`config.mk`:
```
export PLATFORM = sky130hd
export DESIGN_NAME = iap_mailbox_ctrl
export DESIGN_NICKNAME = d
export VERILOG_FILES = /design/src/rtl/iap_pkg.sv /design/src/rtl/iap_regfile.sv /design/src/rtl/iap_resolve.sv /design/src/rtl/iap_seq.sv /design/src/rtl/iap_mailbox_ctrl.sv
export SDC_FILE = /design/constraint.sdc
export NUM_CORES = 1
export LEC_CHECK = 0
export BUFFER_PORTS_ARGS = -buffer_cell sky130_fd_sc_hd__clkbuf_2
export CORE_MARGIN = 5
export CORE_UTILIZATION = 54
export DETAILED_ROUTE_END_ITERATION = 16
export PLACE_DENSITY_LB_ADDON = 0.15
export SLEW_MARGIN = 25
export SYNTH_ARGS = -nofsm -noshare
export SYNTH_HDL_FRONTEND = slang
export SYNTH_SLANG_ARGS = --single-unit
```
`constraint.sdc`:
```
create_clock -name clk -period 2.8 [get_ports clk]
set_input_delay 0.14 -clock clk [delete_from_list [all_inputs] [get_ports clk]]
set_output_delay 0.14 -clock clk [all_outputs]
set_load 0.01 [all_outputs]
```
`src/rtl/iap_pkg.sv`:
```
package iap_pkg;
   // Mailbox register indexes on the SFR bus
   typedef enum logic [2:0] {
      RI_STATUS  = 3'd0,
      RI_CMD     = 3'd1,
      RI_ADDR_LO = 3'd2,
      RI_ADDR_HI = 3'd3,
      RI_DATA    = 3'd4,
      RI_CFG     = 3'd5
   } reg_idx_e;

   localparam logic [7:0] CMD_PROG  = 8'h0E;
   localparam logic [7:0] CMD_ERASE = 8'h0D;
   localparam int         CFG_EN_BIT = 6;

   // Result of address resolution
   typedef enum logic [1:0] {
      TGT_B0   = 2'd0,
      TGT_B1   = 2'd1,
      TGT_NONE = 2'd2
   } tgt_e;

   typedef enum logic [1:0] {
      OP_IDLE  = 2'd0,
      OP_PROG  = 2'd1,
      OP_ERASE = 2'd2
   } op_e;
endpackage

```
`src/rtl/iap_regfile.sv`:
```
module iap_regfile
   import iap_pkg::*;
#(
   parameter int DATA_W    = 8,
   parameter bit RDATA_REG = 1'b0,
   localparam int AW       = 2 * DATA_W
) (
   input  logic              clk,
   input  logic              rst_n,
   input  logic              wr,
   input  logic [2:0]        idx,
   input  logic [DATA_W-1:0] wdata,
   output logic [DATA_W-1:0] rdata,
   input  logic              busy,
   input  logic              err_set,
   input  logic              done_set,
   input  logic              done_clr,
   output logic              cmd_wr,
   output logic [DATA_W-1:0] cmd_byte,
   output logic [AW-1:0]     addr,
   output logic [DATA_W-1:0] data,
   output logic              cfg_en,
   output logic [1:0]        bank,
   output logic              err_q,
   output logic              done_q
);
   logic [DATA_W-1:0] addr_lo_q, addr_hi_q, data_q, cmd_q;
   logic              en_q;
   logic [1:0]        bank_q;
   logic [DATA_W-1:0] rd_mux;

   assign cmd_wr   = wr && (idx == RI_CMD);
   assign cmd_byte = wdata;
   assign addr     = {addr_hi_q, addr_lo_q};
   assign data     = data_q;
   assign cfg_en   = en_q;
   assign bank     = bank_q;

   always_ff @(posedge clk or negedge rst_n) begin
      if (!rst_n) begin
         addr_lo_q <= '0;
         addr_hi_q <= '0;
         data_q    <= '0;
         cmd_q     <= '0;
         en_q      <= 1'b0;
         bank_q    <= '0;
      end else if (wr) begin
         case (idx)
            RI_CMD:     cmd_q     <= wdata;
            RI_ADDR_LO: addr_lo_q <= wdata;
            RI_ADDR_HI: addr_hi_q <= wdata;
            RI_DATA:    data_q    <= wdata;
            RI_CFG: begin
               en_q   <= wdata[CFG_EN_BIT];
               bank_q <= wdata[1:0];
            end
            default: ;
         endcase
      end
   end

   // Sticky status flags
   always_ff @(posedge clk or negedge rst_n) begin
      if (!rst_n) begin
         err_q  <= 1'b0;
         done_q <= 1'b0;
      end else begin
         if (err_set)                           err_q <= 1'b1;
         else if (wr && (idx == RI_STATUS))     err_q <= 1'b0;
         if (done_clr)                          done_q <= 1'b0;
         else if (done_set)                     done_q <= 1'b1;
      end
   end

   always_comb begin
      rd_mux = '0;
      case (idx)
         RI_STATUS: begin
            rd_mux[0] = busy;
            rd_mux[1] = err_q;
            rd_mux[2] = done_q;
         end
         RI_CMD:     rd_mux = cmd_q;
         RI_ADDR_LO: rd_mux = addr_lo_q;
         RI_ADDR_HI: rd_mux = addr_hi_q;
         RI_DATA:    rd_mux = data_q;
         RI_CFG: begin
            rd_mux[CFG_EN_BIT] = en_q;
            rd_mux[1:0]        = bank_q;
         end
         default: ;
      endcase
   end

   generate
      if (RDATA_REG) begin : g_rd_flop
         always_ff @(posedge clk or negedge rst_n) begin
            if (!rst_n) rdata <= '0;
            else        rdata <= rd_mux;
         end
      end else begin : g_rd_comb
         assign rdata = rd_mux;
      end
   endgenerate
endmodule

```
`src/rtl/iap_resolve.sv`:
```
module iap_resolve
   import iap_pkg::*;
#(
   parameter int ADDR_W   = 16,
   parameter int LOW_SPAN = 'h2000
) (
   input  logic              ext_access,
   input  logic [1:0]        bank,
   input  logic [ADDR_W-1:0] code_addr,
   input  logic [ADDR_W-1:0] tgt_addr,
   output tgt_e              tgt
);
   localparam logic [ADDR_W-1:0] SPAN = ADDR_W'(LOW_SPAN);

   logic tgt_low, code_low, bank_zero;

   always_comb begin
      tgt_low   = tgt_addr < SPAN;
      code_low  = code_addr < SPAN;
      bank_zero = (bank == 2'b00);
      if (ext_access) begin
         // internal fetch: code in the low region runs from block 1 only when not banked
         if (bank_zero && code_low) tgt = TGT_B0;
         else                       tgt = tgt_low ? TGT_B1 : TGT_NONE;
      end else begin
         tgt = (bank_zero && tgt_low) ? TGT_B1 : TGT_B0;
      end
   end
endmodule

```
`src/rtl/iap_seq.sv`:
```
module iap_seq
   import iap_pkg::*;
#(
   parameter int ADDR_W       = 16,
   parameter int DATA_W       = 8,
   parameter int PROG_CYCLES  = 8,
   parameter int ERASE_CYCLES = 32,
   localparam int CNT_W       = $clog2(ERASE_CYCLES + 1)
) (
   input  logic              clk,
   input  logic              rst_n,
   input  logic              cmd_wr,
   input  logic [DATA_W-1:0] cmd_byte,
   input  logic              cfg_en,
   input  tgt_e              tgt,
   input  logic [1:0]        lock,
   input  logic [ADDR_W-1:0] addr,
   input  logic [DATA_W-1:0] data,
   output logic              busy,
   output logic              osc_en,
   output logic              flash_prog,
   output logic              flash_erase,
   output logic              flash_blk,
   output logic [ADDR_W-1:0] flash_addr,
   output logic [DATA_W-1:0] flash_wdata,
   output logic              err_set,
   output logic              done_set,
   output logic              accept
);
   op_e               op_q;
   logic [CNT_W-1:0]  cnt_q;
   logic              osc_q, blk_q;
   logic [ADDR_W-1:0] addr_q;
   logic [DATA_W-1:0] data_q;
   logic              is_prog, is_erase, lock_hit, allowed, active;

   always_comb begin
      is_prog  = (cmd_byte == DATA_W'(CMD_PROG));
      is_erase = (cmd_byte == DATA_W'(CMD_ERASE));
      lock_hit = ((tgt == TGT_B0) && lock[0]) || ((tgt == TGT_B1) && lock[1]);
      allowed  = cfg_en && (is_prog || is_erase) && (tgt != TGT_NONE) && !lock_hit;
   end

   assign active   = (op_q != OP_IDLE);
   assign accept   = cmd_wr && !active && allowed;
   assign err_set  = cmd_wr && !active && !allowed;
   assign done_set = active && (cnt_q == '0);

   always_ff @(posedge clk or negedge rst_n) begin
      if (!rst_n) begin
         op_q   <= OP_IDLE;
         cnt_q  <= '0;
         blk_q  <= 1'b0;
         addr_q <= '0;
         data_q <= '0;
      end else if (accept) begin
         op_q   <= is_prog ? OP_PROG : OP_ERASE;
         cnt_q  <= is_prog ? CNT_W'(PROG_CYCLES - 1) : CNT_W'(ERASE_CYCLES - 1);
         blk_q  <= (tgt == TGT_B1);
         addr_q <= addr;
         data_q <= data;
      end else if (active) begin
         if (cnt_q == '0) op_q  <= OP_IDLE;
         else             cnt_q <= cnt_q - 1'b1;
      end
   end

   // Oscillator enable kept in its own flop, switched by the same start/finish events
   always_ff @(posedge clk or negedge rst_n) begin
      if (!rst_n)        osc_q <= 1'b0;
      else if (accept)   osc_q <= 1'b1;
      else if (done_set) osc_q <= 1'b0;
   end

   assign busy        = active;
   assign osc_en      = osc_q;
   assign flash_prog  = (op_q == OP_PROG);
   assign flash_erase = (op_q == OP_ERASE);
   assign flash_blk   = blk_q;
   assign flash_addr  = addr_q;
   assign flash_wdata = data_q;
endmodule

```
`src/rtl/iap_mailbox_ctrl.sv`:
```
module iap_mailbox_ctrl
   import iap_pkg::*;
#(
   parameter int DATA_W       = 8,
   parameter int ADDR_W       = 2 * DATA_W,
   parameter int LOW_SPAN     = 'h2000,
   parameter int PROG_CYCLES  = 8,
   parameter int ERASE_CYCLES = 32,
   parameter bit RDATA_REG    = 1'b0
) (
   input  logic              clk,
   input  logic              rst_n,
   input  logic              sfr_wr,
   input  logic [2:0]        sfr_idx,
   input  logic [DATA_W-1:0] sfr_wdata,
   output logic [DATA_W-1:0] sfr_rdata,
   input  logic              ext_access,
   input  logic [ADDR_W-1:0] code_addr,
   input  logic [1:0]        lock_blk,
   output logic              osc_en,
   output logic              flash_prog,
   output logic              flash_erase,
   output logic              flash_blk,
   output logic [ADDR_W-1:0] flash_addr,
   output logic [DATA_W-1:0] flash_wdata,
   output logic              busy
);
   generate
      if (DATA_W < 8) begin : g_bad_dw
         $error("iap_mailbox_ctrl: DATA_W must be at least 8");
      end
      if (ADDR_W != 2 * DATA_W) begin : g_bad_aw
         $error("iap_mailbox_ctrl: ADDR_W must be two data bytes");
      end
      if (PROG_CYCLES < 1) begin : g_bad_pc
         $error("iap_mailbox_ctrl: PROG_CYCLES must be positive");
      end
      if (ERASE_CYCLES <= PROG_CYCLES) begin : g_bad_ec
         $error("iap_mailbox_ctrl: ERASE_CYCLES must exceed PROG_CYCLES");
      end
      if (LOW_SPAN < 1 || LOW_SPAN >= (1 << ADDR_W)) begin : g_bad_span
         $error("iap_mailbox_ctrl: LOW_SPAN out of address range");
      end
   endgenerate

   logic              cmd_wr, cfg_en, err_q, done_q;
   logic              err_set, done_set, accept;
   logic [DATA_W-1:0] cmd_byte, mb_data;
   logic [ADDR_W-1:0] mb_addr;
   logic [1:0]        bank;
   tgt_e              tgt;

   iap_regfile #(.DATA_W(DATA_W), .RDATA_REG(RDATA_REG)) regs_i (
      .clk      (clk),
      .rst_n    (rst_n),
      .wr       (sfr_wr),
      .idx      (sfr_idx),
      .wdata    (sfr_wdata),
      .rdata    (sfr_rdata),
      .busy     (busy),
      .err_set  (err_set),
      .done_set (done_set),
      .done_clr (accept),
      .cmd_wr   (cmd_wr),
      .cmd_byte (cmd_byte),
      .addr     (mb_addr),
      .data     (mb_data),
      .cfg_en   (cfg_en),
      .bank     (bank),
      .err_q    (err_q),
      .done_q   (done_q)
   );

   iap_resolve #(.ADDR_W(ADDR_W), .LOW_SPAN(LOW_SPAN)) res_i (
      .ext_access (ext_access),
      .bank       (bank),
      .code_addr  (code_addr),
      .tgt_addr   (mb_addr),
      .tgt        (tgt)
   );

   iap_seq #(
      .ADDR_W(ADDR_W), .DATA_W(DATA_W),
      .PROG_CYCLES(PROG_CYCLES), .ERASE_CYCLES(ERASE_CYCLES)
   ) seq_i (
      .clk         (clk),
      .rst_n       (rst_n),
      .cmd_wr      (cmd_wr),
      .cmd_byte    (cmd_byte),
      .cfg_en      (cfg_en),
      .tgt         (tgt),
      .lock        (lock_blk),
      .addr        (mb_addr),
      .data        (mb_data),
      .busy        (busy),
      .osc_en      (osc_en),
      .flash_prog  (flash_prog),
      .flash_erase (flash_erase),
      .flash_blk   (flash_blk),
      .flash_addr  (flash_addr),
      .flash_wdata (flash_wdata),
      .err_set     (err_set),
      .done_set    (done_set),
      .accept      (accept)
   );
endmodule

```
; ---- Yosys cells after proc, flatten, opt, wreduce, memory -nomap -nowiden
; Cells that the tools add are included.
[word_totals]
regBits = 71
mem_bits_ro = 0
latchBits = 0
ram_bits = 0
n_memories = 0
elab_cells = 86
[op_classes]
reduce_logical = 34
add_sub_neg = 1
multipliers = 0
n_eq_ne = 12
shifts = 0
order_cmp = 2
bitwise = 0
mux = 23
n_div = 0
[ops]
columns = op, count
row1 = "less-than comparator 16 x 14 -> 1 bit, second input constant", 2
row2 = 2-to-1 mux 6 bit, 3
row3 = "equality test 8 x 4 -> 1 bit, second input constant", 2
row4 = 2-to-1 mux 2 bit, 7
row5 = AND reduction 2 bit, 7
row6 = logical AND 1 bit, 13
row7 = one-hot mux 2 bit (6 select lines), 1
row8 = one-hot mux 3 bit (4 select lines), 1
row9 = one-hot mux 1 bit (5 select lines), 2
row10 = nonzero test 2 bit, 5
row11 = 2-to-1 mux 1 bit, 7
row12 = "equality test 3 x 2 -> 1 bit, second input constant", 2
row13 = "equality test 3 bit, second input constant", 2
row14 = logical NOT 6 bit, 1
row15 = "subtractor 6 x 1 -> 6 bit, second input constant", 1
row16 = 2-to-1 mux 5 bit, 1
row17 = "equality test 2 x 1 -> 1 bit, second input constant", 2
row18 = logical NOT 2 bit, 2
row19 = "inequality test 2 bit, second input constant", 2
row20 = one-hot mux 1 bit (4 select lines), 1
row21 = "equality test 3 x 1 -> 1 bit, second input constant", 1
row22 = logical NOT 1 bit, 3
row23 = logical NOT 3 bit, 1
row24 = "equality test 2 bit, second input constant", 1
row25 = logical OR 1 bit, 2

; ---- Depth between registers and ports, before layout
[depth]
depth_word = 12
mapped_depth = 8
depth_no_buf = 7

; ---- By module
; Synthesis repeated with hierarchy kept, for this count alone.
[unflattened]
hier_cells = 264
hier_area_um2 = 3428.3
[modules_own_cells]
columns = module, cells_each, area_each_um2, n_inst, seq_area_each_um2
row1 = iap_regfile, 140, 1795.5, 1, 925.9
row2 = iap_seq, 116, 1579.0, 1, 850.8
row3 = iap_resolve, 8, 53.8, 1, 0.0

; ---- Worst setup path after synthesis
; Ideal clock, no wire load.
[synth_timing]
path_kind = flip-flop to flip-flop
from = register regs_i.bank_q[0] (netlist: regs_i.bank[0])
to = register seq_i.addr_q[0] (netlist: seq_i.flash_addr[0])
path_buffers = 1
setup_ps = 125
t_arrival_ps = 2012
required_ps = 2675
synth_period_minus_slack_ps = 2137
setup_slack_ps = 663
stages_incl_launch_ff = 7
path_cell_list = dfrtp_1 > or2_1 > or4_4 > a311oi_4 > nand3_4 > buf_6 > mux2_4
[synth_between]
elab_chain_cells = 10
elab_cells_between_ends = 16
cone_classes = 2 x eq/ne / 3 x mux / 11 x reduce/logical
[synth_lines]
columns = item, line
row1 = from (decl), iap_regfile.sv:29  ; logic [1:0] bank_q;
row2 = from (signal assigned), iap_regfile.sv:55  ; bank_q <= wdata[1:0];
row3 = logical NOT 2 bit (*), iap_resolve.sv:20  ; bank_zero = (bank == 2'b00);
row4 = logical AND 1 bit (on tied branches), "iap_resolve.sv:26, iap_resolve.sv:23"
row5 = 2-to-1 mux 1 bit / 2-to-1 mux 2 bit (equally long branches), "iap_resolve.sv:26, iap_resolve.sv:23"
row6 = 2-to-1 mux 2 bit (*), iap_resolve.sv:21  ; if (ext_access) begin
row7 = equality test 2 x 1 -> 1 bit / logical NOT 2 bit (equally long branches), iap_seq.sv:40  ; lock_hit = ((tgt == TGT_B0) && lock[0]) || ((tgt == TGT_B1) && lock[1]);
row8 = logical AND 1 bit, iap_seq.sv:40
row9 = logical OR 1 bit, iap_seq.sv:40
row10 = logical NOT 1 bit, iap_seq.sv:41  ; allowed = cfg_en && (is_prog || is_erase) && (tgt != TGT_NONE) && !lock_hit;
row11 = logical AND 1 bit (*), iap_seq.sv:41
row12 = logical AND 1 bit (*), iap_seq.sv:45  ; assign accept = cmd_wr && !active && allowed;
row13 = to (signal assigned), iap_seq.sv:60  ; addr_q <= addr;
row14 = to (decl), iap_seq.sv:33  ; logic [ADDR_W-1:0] addr_q;
; Every way passes the cells marked *; elsewhere a longest branch is shown, timed or not.
; A chain may end at the register's enable or synchronous reset.

; ---- Final worst setup path
[layout_timing]
from = register regs_i.bank_q[0] (netlist: regs_i.bank[0])
to = register seq_i.addr_q[11] (netlist: seq_i.flash_addr[11])
; The elaborated chain is that of the path after synthesis.

==> flow_summary_export.csv <==
group,metric,value,unit
sta,grt_setup_unrepaired,"no",
setup_path,path_max_fanout,33,
floorplanning,coreArea,5920,um2
placement,dp_hpwl,4830,um
sta,min_period,2380,ps
routing,first_pass_iters,4,
routing,vias_per_cell,5.68,
setup_path,crit_type,"reg -> reg",
yosys,synth_nets,278,
worst_hold_path,min_to,"regs_i.cmd_q[2]",
yosys,synthesis.instances,244,
floorplanning,die_area,7790,um2
global_routing,grt_pass1_wl,11400,um
sta,drv_slew,0,
power_and_ir_drop,power_density,571,nW/um2
setup_path,crit_path_start,"regs_i.bank[0]",
setup_path,end_kind,"flop",
routing,avgRoutedWirePerCell,17.7,um
clocking,cts_buffer_depth,2,
global_routing,antenna_found_initial,0,
yosys,synth-seq-cells,71,
yosys,synth_top_area_share,53.7,%
yosys,synth-simple-area-share,8.32,%
setup_path,r2r_slack,420,ps
power_and_ir_drop,finalPower,0.00218,W
routing,drc,0,
yosys,synth_fa_ha_area_share,0.378,%
yosys,synth_area_leader_cell,"dfrtp_1",
sta,fin_setup_tns,0,ps
worst_hold_path,min-delay-start,"sfr_wdata[2]",
sta,fin_skew,8.17,ps
yosys,synth_xor_area_share,1.59,%
setup_path,r2r-end,"seq_i.flash_addr[11]",
global_routing,first_global_vias,2225,
sta,fin_crit_sh,84.9,%
setup_path,critPathArrivalTime,2590,ps
yosys,yosysUniqueCellTypes,44,
floorplanning,rows,28,
setup_path,crit_required,3020,ps
yosys,synth.area.top_cells,"dfrtp_1 54%, mux2_2 14%, mux2_4 9.5%",
clocking,ctsResizeCount,0,
sta,slew_headroom,45.9,%
clocking,cts.reportedPaths.clkPinSlew,70,ps
clocking,cts_root_buf,"clkbuf_8",
sta,finalSetupViolCount,0,
global_routing,grt_usage,19.4,%
clocking,cts_tree,"built",
power_and_ir_drop,p_leak,1.92,nW
clocking,post-cts-setup-buffers,0,
clocking,cts.sinks,71,
yosys,ys_seq_area_share,53.7,%
placement,port_buffers,56,
yosys,synthMuxAreaShare,26.2,%
floorplanning,start_util,55.9,%
yosys,syn_area_per_cell,13.6,um2
clocking,clock_latency,330,ps
job,maxCapViolations,0,
cells_and_area,drive_above_1_share,44.4,%
floorplanning,die_w,88.3,um
status,outcome,"completed",
worst_hold_path,hold_path.class,"in -> reg",
sta,max_freq,421,MHz
global_routing,grt_start_max_net_pins,37,
power_and_ir_drop,vdd_drop_max,0.435,mV
worst_hold_path,whs_path_depth,2,
cells_and_area,nets,339,
placement,gp_congestion,0.776,
clocking,cts_made_buffers,9,
setup_path,crit_path_start_kind,"flop",
cells_and_area,area_growth,15.2,%
clocking,htreeDepth,3,
setup_path,r2r-start,"regs_i.bank[0]",
routing,drt-total-wl,6740,um
sta,fin_hold_ws,114,ps
yosys,yosysWarningCount,0,
sta,hold_viol,0,
cells_and_area,utilization,64.4,%
floorplanning,die_y,88.3,um
floorplanning,boundaryPins,70,
yosys,syn_area,3310,um2
yosys,synth_top_family_by_area,"multiplexers",
yosys,synth-compound-area-share,7.34,%
setup_path,rr_worst_depth,6,
routing,via_count,2164,
routing,drt_iter0_drc,84,
global_routing,grt.overflow.total,0,
sta,max_slew.worst_pin.slew,812,ps
routing,drtAntennaViolNets,0,
cells_and_area,n_antenna_cell,0,
sequential cells by signal, indices dropped and copies added (netlist names):
| signal | cells |
|---|---|
| seq_i.flash_addr | 16 |
| regs_i.addr_hi_q | 8 |
| regs_i.addr_lo_q | 8 |
| regs_i.cmd_q | 8 |
| regs_i.data | 8 |
| seq_i.flash_wdata | 8 |
| seq_i.cnt_q | 6 |
| regs_i.bank | 2 |
| seq_i.op_q | 2 |
| regs_i.cfg_en | 1 |
| regs_i.done_q | 1 |
| regs_i.err_q | 1 |
| seq_i.flash_blk | 1 |
| seq_i.osc_en | 1 |
layer usage:
layer	routed length [um]	GRT usage (%)
met1	3110	26.6
met2	3230	31.0
met3	323	3.91
met4	82	7.01
met5	0	0
kinds of logic after synthesis:
| family | Yosys count |
|---|---|
| buf+inv | 15 |
| compound gates | 32 |
| xor+xnor | 6 |
| mux | 71 |
| fa+ha+maj | 1 |
| flops | 71 |
| simple gates | 48 |
worst max path at each step:
stage	endpoint	depth (start not counted)
6_report	seq_i.flash_addr[11]	6
4_1_cts	seq_i.flash_wdata[7]	6
3_3_place_gp	seq_i.flash_wdata[5]	7
3_5_place_dp	seq_i.flash_addr[9]	7
5_1_grt	seq_i.flash_addr[11]	6
2_1_floorplan	seq_i.flash_addr[0]	6
cell usage after synthesis:
cell type and instances:
xor2_1 3, or2_0 1, a311oi_4 1, nor2_1 6, or4_4 1, or3_1 2
a21boi_0 2, a221oi_1 1, clkbuf_1 6, or4_1 1, nor3_1 2, o211ai_1 2
nand2b_1 2, a211oi_1 1, a22oi_1 7, o32ai_1 1, o21ai_0 2, or2_1 1
mux2i_1 10, nand4_1 1, nor2b_1 8, a21oi_1 5, buf_6 3, o21bai_1 1
or4b_1 1, nand3_1 4, and2_1 2, nand3_4 1, nor4_1 3, inv_1 3
nor3b_1 1, mux2_2 40, mux2_4 21, a22o_1 3, and3_1 1, ha_1 1
dfrtp_1 71, nand2_1 10, o22ai_1 4, xnor2_1 3, a31oi_1 1, buf_2 2
o41ai_1 1, buf_1 1
critical path: stages, from the launching register on:
cell and delay, ps:
dfrtp_1 410, or2_1 250, or4_4 440, a311oi_4 380, nand3_4 90, buf_4 310, mux2_4 350
layout by cell type, fill, tap and decap left out, types with 4 or more instances in the layout:
cell type / count
nor2b_1: 8
mux2i_1: 10
dfrtp_1: 71
nand3_1: 4
mux2_2: 40
nor2_1: 6
mux2_4: 21
a21oi_1: 5
nand2_1: 10
buf_4: 4
a22oi_1: 7
clkbuf_8: 9
o22ai_1: 4
clkbuf_2: 55
report_power, final:
part | total [W] | internal [W] | switching (W)
Combinational | 0.000309 | 0.000164 | 0.000144
Clock | 0.000635 | 0.000300 | 0.000335
Sequential | 0.00123 | 0.00114 | 0.0000923
stage by stage:
stage | instances | worst slack [ps] | instance area [um2]
after CTS | 381 | 415 | 3810
after detailed placement | 368 | 429 | 3660
after global placement | 368 | 430 | 3660
after floorplan | 244 | 663 | 3310
final | 381 | 424 | 3810
after global routing | 381 | 330 | 3810
timing repair:
item,in CTS,in global routing
setup endpoints to repair,0,0
endpoints found under the hold margin,35,0
hold buffers,1,0
cell type report:
cell class	instances	area (um2)
fillers	469	2110
flip-flops and latches	71	1780
repair buffers	62	340
inverters	3	11.3
clock buffers	10	128
well taps	75	93.8
multi-input cells	158	1450
clock inverters	2	12.5
(Power assumes the default switching activity.)
